--- src/rtl/rtc_regfile_pkg.sv ---
package rtc_regfile_pkg;

   localparam int PTR_W     = 6;           // pointer loads modulo 64
   localparam int TIME_REGS = 7;           // addresses 0..6 belong to the time core
   localparam int CTRL_ADDR = 7;
   localparam logic [7:0] CTRL_MASK = 8'hB3;
   localparam int OSF_BIT   = 5;

   typedef enum logic [1:0] {
      RGN_TIME,
      RGN_CTRL,
      RGN_RAM,
      RGN_NONE
   } region_e;

   // Classify a pointer value; all operands widened to 7 bits so that a
   // map size of 64 is representable.
   function automatic region_e classify(input logic [6:0] a,
                                        input logic [6:0] ram_base,
                                        input logic [6:0] map_size);
      if (a < 7'(TIME_REGS))                     return RGN_TIME;
      else if (a == 7'(CTRL_ADDR))               return RGN_CTRL;
      else if (a >= ram_base && a < map_size)    return RGN_RAM;
      else                                       return RGN_NONE;
   endfunction

   // Next control value: fixed-zero bits masked, oscillator-stop flag can
   // only be cleared by software and is set by the detector pulse.
   function automatic logic [7:0] ctrl_next(input logic [7:0] old,
                                            input logic [7:0] wdata,
                                            input logic       wr,
                                            input logic       osf_set);
      logic [7:0] v;
      v = wr ? (wdata & CTRL_MASK) : old;
      if (wr) v[OSF_BIT] = wdata[OSF_BIT] & old[OSF_BIT];
      if (osf_set) v[OSF_BIT] = 1'b1;
      return v;
   endfunction

endpackage

--- src/rtl/rtc_ptr_ctl.sv ---
module rtc_ptr_ctl
   import rtc_regfile_pkg::*;
#(
   parameter int MAP_SIZE = 32
) (
   input  logic             clk,
   input  logic             rst_n,
   input  logic             ev_wstart,
   input  logic             ev_rstart,
   input  logic             ev_stop,
   input  logic             wr_valid,
   input  logic             rd_req,
   input  logic [PTR_W-1:0] ptr_byte,
   output logic [PTR_W-1:0] ptr,
   output logic             addr_seen,
   output logic             data_wr,
   output logic             rd_accept,
   output logic             wrap
);
   localparam logic [6:0] LAST = 7'(MAP_SIZE - 1);

   logic [PTR_W-1:0] ptr_q;
   logic             seen_q;
   logic             any_ev, load, advance, at_end;

   assign any_ev    = ev_wstart | ev_rstart | ev_stop;
   assign load      = ~any_ev & wr_valid & ~seen_q;
   assign data_wr   = ~any_ev & wr_valid & seen_q;
   assign rd_accept = ~any_ev & rd_req & ~wr_valid;
   assign advance   = data_wr | rd_accept;
   assign at_end    = {1'b0, ptr_q} >= LAST;
   assign wrap      = advance & at_end;

   always_ff @(posedge clk) begin
      if (!rst_n) begin
         ptr_q  <= '0;
         seen_q <= 1'b0;
      end else begin
         if (ev_wstart | ev_stop) seen_q <= 1'b0;
         else if (load)           seen_q <= 1'b1;

         if (load)         ptr_q <= ptr_byte;
         else if (advance) ptr_q <= at_end ? '0 : PTR_W'(ptr_q + 1'b1);
      end
   end

   assign ptr       = ptr_q;
   assign addr_seen = seen_q;
endmodule

--- src/rtl/rtc_shadow.sv ---
module rtc_shadow
   import rtc_regfile_pkg::*;
#(
   parameter int NBYTES = TIME_REGS
) (
   input  logic                  clk,
   input  logic                  rst_n,
   input  logic                  capture,
   input  logic [8*NBYTES-1:0]   live,
   output logic [8*NBYTES-1:0]   shadow
);
   // one register per byte lane
   for (genvar i = 0; i < NBYTES; i++) begin : g_lane
      logic [7:0] lane_q;
      always_ff @(posedge clk) begin
         if (!rst_n)       lane_q <= 8'h00;
         else if (capture) lane_q <= live[8*i +: 8];
      end
      assign shadow[8*i +: 8] = lane_q;
   end
endmodule

--- src/rtl/rtc_user_ram.sv ---
module rtc_user_ram
   import rtc_regfile_pkg::*;
#(
   parameter int BASE = 16,
   parameter int SIZE = 32
) (
   input  logic             clk,
   input  logic             rst_n,
   input  logic             wr_en,
   input  logic [PTR_W-1:0] addr,
   input  logic [7:0]       wdata,
   output logic [7:0]       rdata
);
   localparam int DEPTH = SIZE - BASE;

   if (DEPTH > 0) begin : g_ram
      localparam int IW = (DEPTH > 1) ? $clog2(DEPTH) : 1;
      logic [7:0]  mem [DEPTH];
      logic [6:0]  offs;
      logic [IW-1:0] idx;
      logic        in_rng;

      assign offs   = {1'b0, addr} - 7'(BASE);
      assign in_rng = ({1'b0, addr} >= 7'(BASE)) && ({1'b0, addr} < 7'(SIZE));
      assign idx    = IW'(offs);

      always_ff @(posedge clk) begin
         if (!rst_n) begin
            for (int k = 0; k < DEPTH; k++) mem[k] <= 8'h00;
         end else if (wr_en && in_rng) begin
            mem[idx] <= wdata;
         end
      end

      assign rdata = in_rng ? mem[idx] : 8'h00;
   end else begin : g_noram
      assign rdata = 8'h00;
   end
endmodule

--- src/rtl/rtc_regfile.sv ---
module rtc_regfile
   import rtc_regfile_pkg::*;
#(
   parameter int MAP_SIZE = 32,
   parameter int RAM_BASE = 16
) (
   input  logic                     clk,
   input  logic                     rst_n,
   input  logic                     ev_wstart,
   input  logic                     ev_rstart,
   input  logic                     ev_stop,
   input  logic                     wr_valid,
   input  logic [7:0]               wr_data,
   input  logic                     rd_req,
   output logic [7:0]               rd_data,
   input  logic [8*TIME_REGS-1:0]   live_time,
   input  logic                     osc_fail,
   output logic                     time_wr_en,
   output logic [2:0]               time_wr_idx,
   output logic [7:0]               time_wr_data
);
   // elaboration-time parameter checks
   if (MAP_SIZE < CTRL_ADDR + 1 || MAP_SIZE > (1 << PTR_W)) begin : g_bad_map
      $error("rtc_regfile: MAP_SIZE out of range");
   end
   if (RAM_BASE < CTRL_ADDR + 1 || RAM_BASE > MAP_SIZE) begin : g_bad_base
      $error("rtc_regfile: RAM_BASE out of range");
   end

   localparam logic [6:0] BASE7 = 7'(RAM_BASE);
   localparam logic [6:0] SIZE7 = 7'(MAP_SIZE);

   logic [PTR_W-1:0]       ptr_q;
   logic                   addr_seen_q;
   logic                   data_wr, rd_accept, wrap;
   logic [8*TIME_REGS-1:0] shadow_q;
   logic [7:0]             ctrl_q;
   logic [7:0]             ram_rdata;
   logic [7:0]             rd_data_q;
   logic [7:0]             rd_mux;
   region_e                rgn;

   rtc_ptr_ctl #(.MAP_SIZE(MAP_SIZE)) u_ptr (
      .clk       (clk),
      .rst_n     (rst_n),
      .ev_wstart (ev_wstart),
      .ev_rstart (ev_rstart),
      .ev_stop   (ev_stop),
      .wr_valid  (wr_valid),
      .rd_req    (rd_req),
      .ptr_byte  (wr_data[PTR_W-1:0]),
      .ptr       (ptr_q),
      .addr_seen (addr_seen_q),
      .data_wr   (data_wr),
      .rd_accept (rd_accept),
      .wrap      (wrap)
   );

   // snapshot refreshed on any start and on pointer roll-over
   rtc_shadow #(.NBYTES(TIME_REGS)) u_shadow (
      .clk     (clk),
      .rst_n   (rst_n),
      .capture (ev_wstart | ev_rstart | wrap),
      .live    (live_time),
      .shadow  (shadow_q)
   );

   assign rgn = classify({1'b0, ptr_q}, BASE7, SIZE7);

   rtc_user_ram #(.BASE(RAM_BASE), .SIZE(MAP_SIZE)) u_ram (
      .clk   (clk),
      .rst_n (rst_n),
      .wr_en (data_wr && rgn == RGN_RAM),
      .addr  (ptr_q),
      .wdata (wr_data),
      .rdata (ram_rdata)
   );

   // control register
   always_ff @(posedge clk) begin
      if (!rst_n) ctrl_q <= 8'h00;
      else        ctrl_q <= ctrl_next(ctrl_q, wr_data, data_wr && rgn == RGN_CTRL, osc_fail);
   end

   // time core write path (same cycle as the data strobe)
   assign time_wr_en   = data_wr && rgn == RGN_TIME;
   assign time_wr_idx  = ptr_q[2:0];
   assign time_wr_data = wr_data;

   // read multiplexer
   always_comb begin
      rd_mux = 8'h00;
      unique case (rgn)
         RGN_TIME: begin
            for (int i = 0; i < TIME_REGS; i++)
               if (ptr_q[2:0] == 3'(i)) rd_mux = shadow_q[8*i +: 8];
         end
         RGN_CTRL: rd_mux = ctrl_q;
         RGN_RAM:  rd_mux = ram_rdata;
         default:  rd_mux = 8'h00;
      endcase
   end

   always_ff @(posedge clk) begin
      if (!rst_n)         rd_data_q <= 8'h00;
      else if (rd_accept) rd_data_q <= rd_mux;
   end

   assign rd_data = rd_data_q;
endmodule

--- config.mk ---
export PLATFORM = sky130hd
export DESIGN_NAME = rtc_regfile
export DESIGN_NICKNAME = d
export VERILOG_FILES = /design/src/rtl/rtc_regfile_pkg.sv /design/src/rtl/rtc_ptr_ctl.sv /design/src/rtl/rtc_shadow.sv /design/src/rtl/rtc_user_ram.sv /design/src/rtl/rtc_regfile.sv
export SDC_FILE = /design/constraint.sdc
export NUM_CORES = 1
export LEC_CHECK = 0
export CORE_AREA = 2 2 170 172
export DETAILED_ROUTE_END_ITERATION = 6
export DIE_AREA = 0 0 172 174
export GPL_ROUTABILITY_DRIVEN = 1
export SETUP_SLACK_MARGIN = 0.5
export SYNTH_ARGS = -nofsm -noshare
export SYNTH_HDL_FRONTEND = slang
export SYNTH_HIERARCHICAL = 1
export SYNTH_SLANG_ARGS = --single-unit
--- constraint.sdc ---
create_clock -name clk -period 7.27 [get_ports clk]
set_clock_uncertainty 0.2 [all_clocks]
set_input_delay 1.454 -clock clk [delete_from_list [all_inputs] [get_ports clk]]
set_output_delay 1.454 -clock clk [all_outputs]
set_load 0.01 [all_outputs]
==> metrics.yaml, run 1 <==
seqPwrFrac: 0.486
synth_area_per_cell_sq_um: 12.0
wl_um: 24800
synth_edf_count: 128
final_cells: 1293
synth-seq-cells: 204
wl_per_cell_um: 19.2
cp-start-kind: "primary input"
cts_buffer_depth: 3
status: "completed"
grt.overflow.total: 0
yosys.cell_types.count: 55
power.density_mw_per_mm2: 227
p_comb_frac: 0.084
ir_drop_v: 0.000166
crit_arrival_ps: 3600
n_antenna_cell: 0
grt_pass1_vias: 6596
synth-async-reset-ratio: 0
tightest_slew_ps: 1180
synth_flop_cell: "edfxtp_1"
io_pins: 92
fp-row-count: 62
fin_total_pwr_mw: 2.67
layout-drive-gt1-share: 0.113
final_common_cell: "and2_1"
syn2layout_area_growth_pct: 18.2
clock_sinks: 204
portBuffers: 91
layout_common_cells: "and2_1 (131), edfxtp_1 (128), mux2i_1 (92)"
grt_use_total: 0.165
cts_buffers: 23
intPower_mw: 2.07
rr_startpoint: "u_ptr/ptr[4]"
rsz0062_at_grt: "no"
via_per_inst: 5.00
ys_warn_count: 6
core_area_sq_mm: 0.0282
gp_congestion: 0.788
setup_viol: 0
dp_cells: 1253
synth_nets: 902
min_path_type: "reg2reg"
tns_ps: 0
fill_cells: 2714
dr.pass1.iters: 5
cts_tree: "built"
synth_area_sq_mm: 0.00994
chipHeight_um: 174
grt_max_degree: 96
setup_ws_ps: 2020
nets: 967
hold_start: "ctrl_q[1]"
required_ps: 5620
leakagePower_nw: 4.36
postCtsResizedCells: 0
final_core_util: 0.416
vias: 6467
dieArea_sq_mm: 0.0299
min_period_over_period: 0.723
dp_hpwl_um: 16600
drt_iter0_markers: 493
criticalPathCategory: "in2out"
die_width_um: 172
crit_fanout: 8
clock_latency_ps: 500
drc: 0
max_freq_ghz: 0.190
start_util: 0.352
root_buffer: "clkbuf_16"
dp_slack_ps: 1800
drtAntennaViolNets: 0
synth-seq-area-share: 0.540
p_clk_frac: 0.430
sw_frac_of_total: 0.222
layout_min_cycle_time_ps: 5250
maxCapViolations: 0
antenna_found_initial: 0
slew_headroom: 0.207
cts_hold_buffers: 0
cp-end-kind: "primary output"
htree_levels: 1
switchingPower_mw: 0.593
cts_setup_buffers: 0
hold_violations: 0
clkTransAtPathRegs_ps: 60
drv_slew: 0
netlist_instances: 829
grt_first_pass_wirelength_um: 38000
crit_start: "ev_wstart"
==> power groups by stage <==
stage	Combinational (mW)	Sequential [mW]	Clock, mW
finish	0.224	1.30	1.15
CTS	0.227	1.30	1.17
detailed placement	0.225	1.32	0
global placement	0.224	1.32	0
floorplan	0.139	1.31	0
global route	0.242	1.30	1.22
==> sequential cells by signal, indices dropped and copies added, names as in the netlist <==
| name | count |
|---|---|
| ctrl_q | 5 |
| u_shadow/g_lane.lane_q | 56 |
| u_ptr/ptr | 6 |
| u_ptr/addr_seen | 1 |
| u_ram/g_ram.mem | 128 |
| rd_data | 8 |
==> through the flow <==
| stage | cell area (sq um) | hold WS (ps) |
|---|---|---|
| 5_1_grt | 11800 | 292 |
| 3_3_place_gp | 11000 | 257 |
| 4_1_cts | 11800 | 270 |
| 6_report | 11800 | 266 |
| 3_5_place_dp | 11000 | 262 |
| 2_1_floorplan | 9940 | 248 |
==> cell usage after synthesis (4+ instances only) <==
cell type	n	area (sq um)
nor2_1	17	63.8
mux2i_1	92	921
nor2b_1	66	413
a221oi_2	5	75.1
dfxtp_1	76	1520
nand3_1	24	120
or2b_1	4	30.0
a21boi_1	4	30.0
o22ai_1	17	106
edfxtp_1	128	3840
a22oi_1	12	90.1
buf_6	6	67.6
o21ai_0	31	155
inv_1	7	26.3
a21oi_1	11	55.1
buf_4	17	128
a2bb2oi_1	4	35.0
clkbuf_1	19	71.3
nand2_1	15	56.3
mux2_2	34	383
buf_2	9	45.0
mux4_2	7	158
o211ai_1	5	37.5
buf_8	4	60.1
nand3b_1	9	67.6
and2_1	131	820
nand2b_1	16	100
o31ai_1	8	60.1
nor3_1	9	45.0
==> per-layer routing <==
| layer | global-route usage | wire length, um |
|---|---|---|
| met2 | 0.281 | 12100 |
| met5 | 0 | 0 |
| met4 | 0.0431 | 563 |
| met3 | 0.0305 | 1310 |
| met1 | 0.217 | 10800 |
==> worst max-delay path: stages <==
cell	delay [ps]
clkdlybuf4s50_1	440
or3_1	490
nor2_1	440
and2_1	220
clkdlybuf4s50_1	540
==> final timing paths <==
check                      endpoint  slack (ps)  depth (start not counted)
min                       ctrl_q[1]         270                          2
min reg2reg               ctrl_q[1]         270                          2
max                      time_wr_en        2020                          5
max reg2reg  u_ram/g_ram.mem[12][7]        3460                          5
==> cell families after synthesis <==
family,count (synthesis),synth area share
fa+ha+maj,1,0.00126
xor+xnor,1,0.000881
mux,133,0.147
simple gates,310,0.189
compound gates,115,0.0804
flops,204,0.540
buf+inv,65,0.0412
==> layout make-up <==
type,instances,area (sq um),share of cell area
clock buffers,31,647,0.0550
repair buffers,98,958,0.0816
flip-flops and latches,204,5370,0.457
well taps,384,480,0.0409
clock inverters,9,100,0.00852
multi-input cells,560,4170,0.355
inverters,7,26.3,0.00224
Note: power is estimated with default switching activity, not from simulation.
==> run 2, diff against run 1 <==
Clock period 7.27 ns to 4.29 ns, I/O delays scaled along.
==> metrics.yaml, run 2 (same netlist as run 1, synthesis figures left out) <==
cts_buffer_depth: 3  # unchanged
clock_sinks: 204  # unchanged
rr_startpoint: "u_ptr/ptr[1]"
hold_violations: 0  # unchanged
fp-row-count: 62  # unchanged
setup_ws_ps: 623  # -1390 ps
layout-drive-gt1-share: 0.143  # +0.0294
criticalPathCategory: "in2out"
wl_um: 25100  # +1.5%
clock_latency_ps: 500  # about the same
min_period_over_period: 0.855
hold_ws_ps: 271  # +4.63 ps
antenna_found_initial: 0  # unchanged
maxCapViolations: 0  # unchanged
portBuffers: 91  # unchanged
tightest_slew_ps: 1180  # +0.589 ps
start_util: 0.352  # unchanged
cts_buffers: 22  # -4.3%
io_pins: 92  # unchanged
grt_pass1_vias: 6614  # +0.27%
dieArea_sq_mm: 0.0299  # unchanged
nets: 996  # +3.0%
top_register: "u_ram/g_ram.mem"
hold_start: "ctrl_q[1]"
dp_hpwl_um: 17200  # +3.7%
cp-start-kind: "primary input"
grt_max_degree: 95  # -1.0%
hold_depth: 2  # unchanged
final_core_util: 0.424  # +0.00824
vias: 6523  # +0.87%
grt.overflow.total: 0  # unchanged
reg2reg_setup_slack_ps: 1100  # -2360 ps
layout_common_cells: "and2_1 (131), edfxtp_1 (128), mux2i_1 (92)"
reg2reg_depth: 7  # +2
max_stage_delay_ps: 560  # +20 ps
cp-end-kind: "primary output"
root_buffer: "clkbuf_16"
die_width_um: 172  # unchanged
dr.pass1.iters: 5  # unchanged
power.density_mw_per_mm2: 377  # +66%
setup_viol: 0  # unchanged
timing.rr.end: "rd_data[4]"
core_area_sq_mm: 0.0282  # unchanged
via_per_inst: 4.93  # -1.4%
crit_arrival_ps: 2610  # -990 ps
chipHeight_um: 174  # unchanged
tns_ps: 0  # unchanged
syn2layout_area_growth_pct: 20.6
drt_iter0_markers: 431  # -13%
grt_use_total: 0.171  # +0.00526
holdPathEnd: "ctrl_q[1]"
drtAntennaViolNets: 0  # unchanged
gp_congestion: 0.830  # +5.3%
rsz0062_at_grt: "no"
min_path_type: "reg2reg"
final_common_cell: "and2_1"
crit_path_frequent_cell: "clkdlybuf4s50_1"
leakagePower_nw: 4.51  # +3.5%
grt_first_pass_wirelength_um: 39300  # +3.3%
wl_per_cell_um: 19.0  # -0.77%
largest_reg_flops: 128  # unchanged
htree_levels: 1  # unchanged
critPathSlowestCell: "clkdlybuf4s50_1"
slew_headroom: 0.213  # +0.00620
cts_tree: "built"
drv_slew: 0  # unchanged
layout_min_cycle_time_ps: 3670
n_antenna_cell: 0  # unchanged
dp_slack_ps: 401  # -1400 ps
worstPathCellList: "clkdlybuf4s50_1 > or3_1 > nor2_2 > and2_1 > clkdlybuf4s50_1"
required_ps: 3230  # -2390 ps
max_freq_ghz: 0.273
crit_fanout: 3  # -5
drc: 0  # unchanged
ir_drop_v: 0.000245  # +48%
clkTransAtPathRegs_ps: 60  # about the same
status: "completed"
==> run 2: cell types whose count changed in the layout (fill, tap and decap cells not counted), moves of 2 or more <==
| cell | before | now |
|---|---|---|
| clkbuf_1 | 5 | 1 |
| buf_4 | 7 | 36 |
| clkinv_1 | 1 | 5 |
| clkinv_4 | 0 | 2 |
==> run 2: report_power, final <==
group          internal (mW)  leakage (nW)  total [mW]  switching [mW]
Clock                   1.15         0.368        1.93           0.783
Sequential              2.16          1.95        2.20          0.0469
Combinational          0.194          2.19       0.386           0.192
Total                   3.50          4.51        4.52            1.02
==> run 2: worst max-delay path, delay by kind of cell <==
kind,cells,cell delay (ps)
simple gates,3,760
buf+inv,2,990
==> run 2: cell type report <==
type / count / area, sq um
multi-input cells: 560 / 4170
clock inverters: 14 / 121
well taps: 384 / 480
flip-flops and latches: 204 / 5370
clock buffers: 26 / 618
inverters: 7 / 26.3
fillers: 2703 / 16300
repair buffers: 128 / 1200
==> run 2: worst max-delay path by stage <==
| stage | startpoint | end | slack (ps) |
|---|---|---|---|
| 2_1_floorplan | ev_stop | u_ram/g_ram.mem[8][0] | 530 |
| 3_3_place_gp | ev_stop | u_ram/g_ram.mem[0][0] | 470 |
| 3_5_place_dp | ev_wstart | u_ram/g_ram.mem[0][0] | 400 |
| 4_1_cts | ev_wstart | time_wr_en | 560 |
| 5_1_grt | ev_wstart | time_wr_en | 500 |
| 6_report | ev_wstart | time_wr_en | 620 |
==> run 2: per-layer routing <==
| layer | track usage | routed length, um | vias up |
|---|---|---|---|
| li1 | - | - | 3180 |
| met1 | 0.225 | 10800 | 3138 |
| met2 | 0.284 | 12300 | 167 |
| met3 | 0.0316 | 1440 | 38 |
| met4 | 0.0539 | 681 | 0 |
| met5 | 0 | 0 | - |
==> run 2: repair_timing <==
item | 4_1_cts | 5_1_grt
gates resized for setup | 0 | 1
setup buffers | 0 | 0
hold buffers | 0 | 0
endpoints found under the setup margin | 0 | 1
==> run 2: per-stage QoR <==
step	std cells	total power [mW]	cell area (sq um)
2_1_floorplan	829	2.46	9940
3_3_place_gp	1283	2.63	11200
3_5_place_dp	1283	2.63	11200
4_1_cts	1323	4.57	12000
5_1_grt	1323	4.69	12000
6_report	1323	4.52	12000
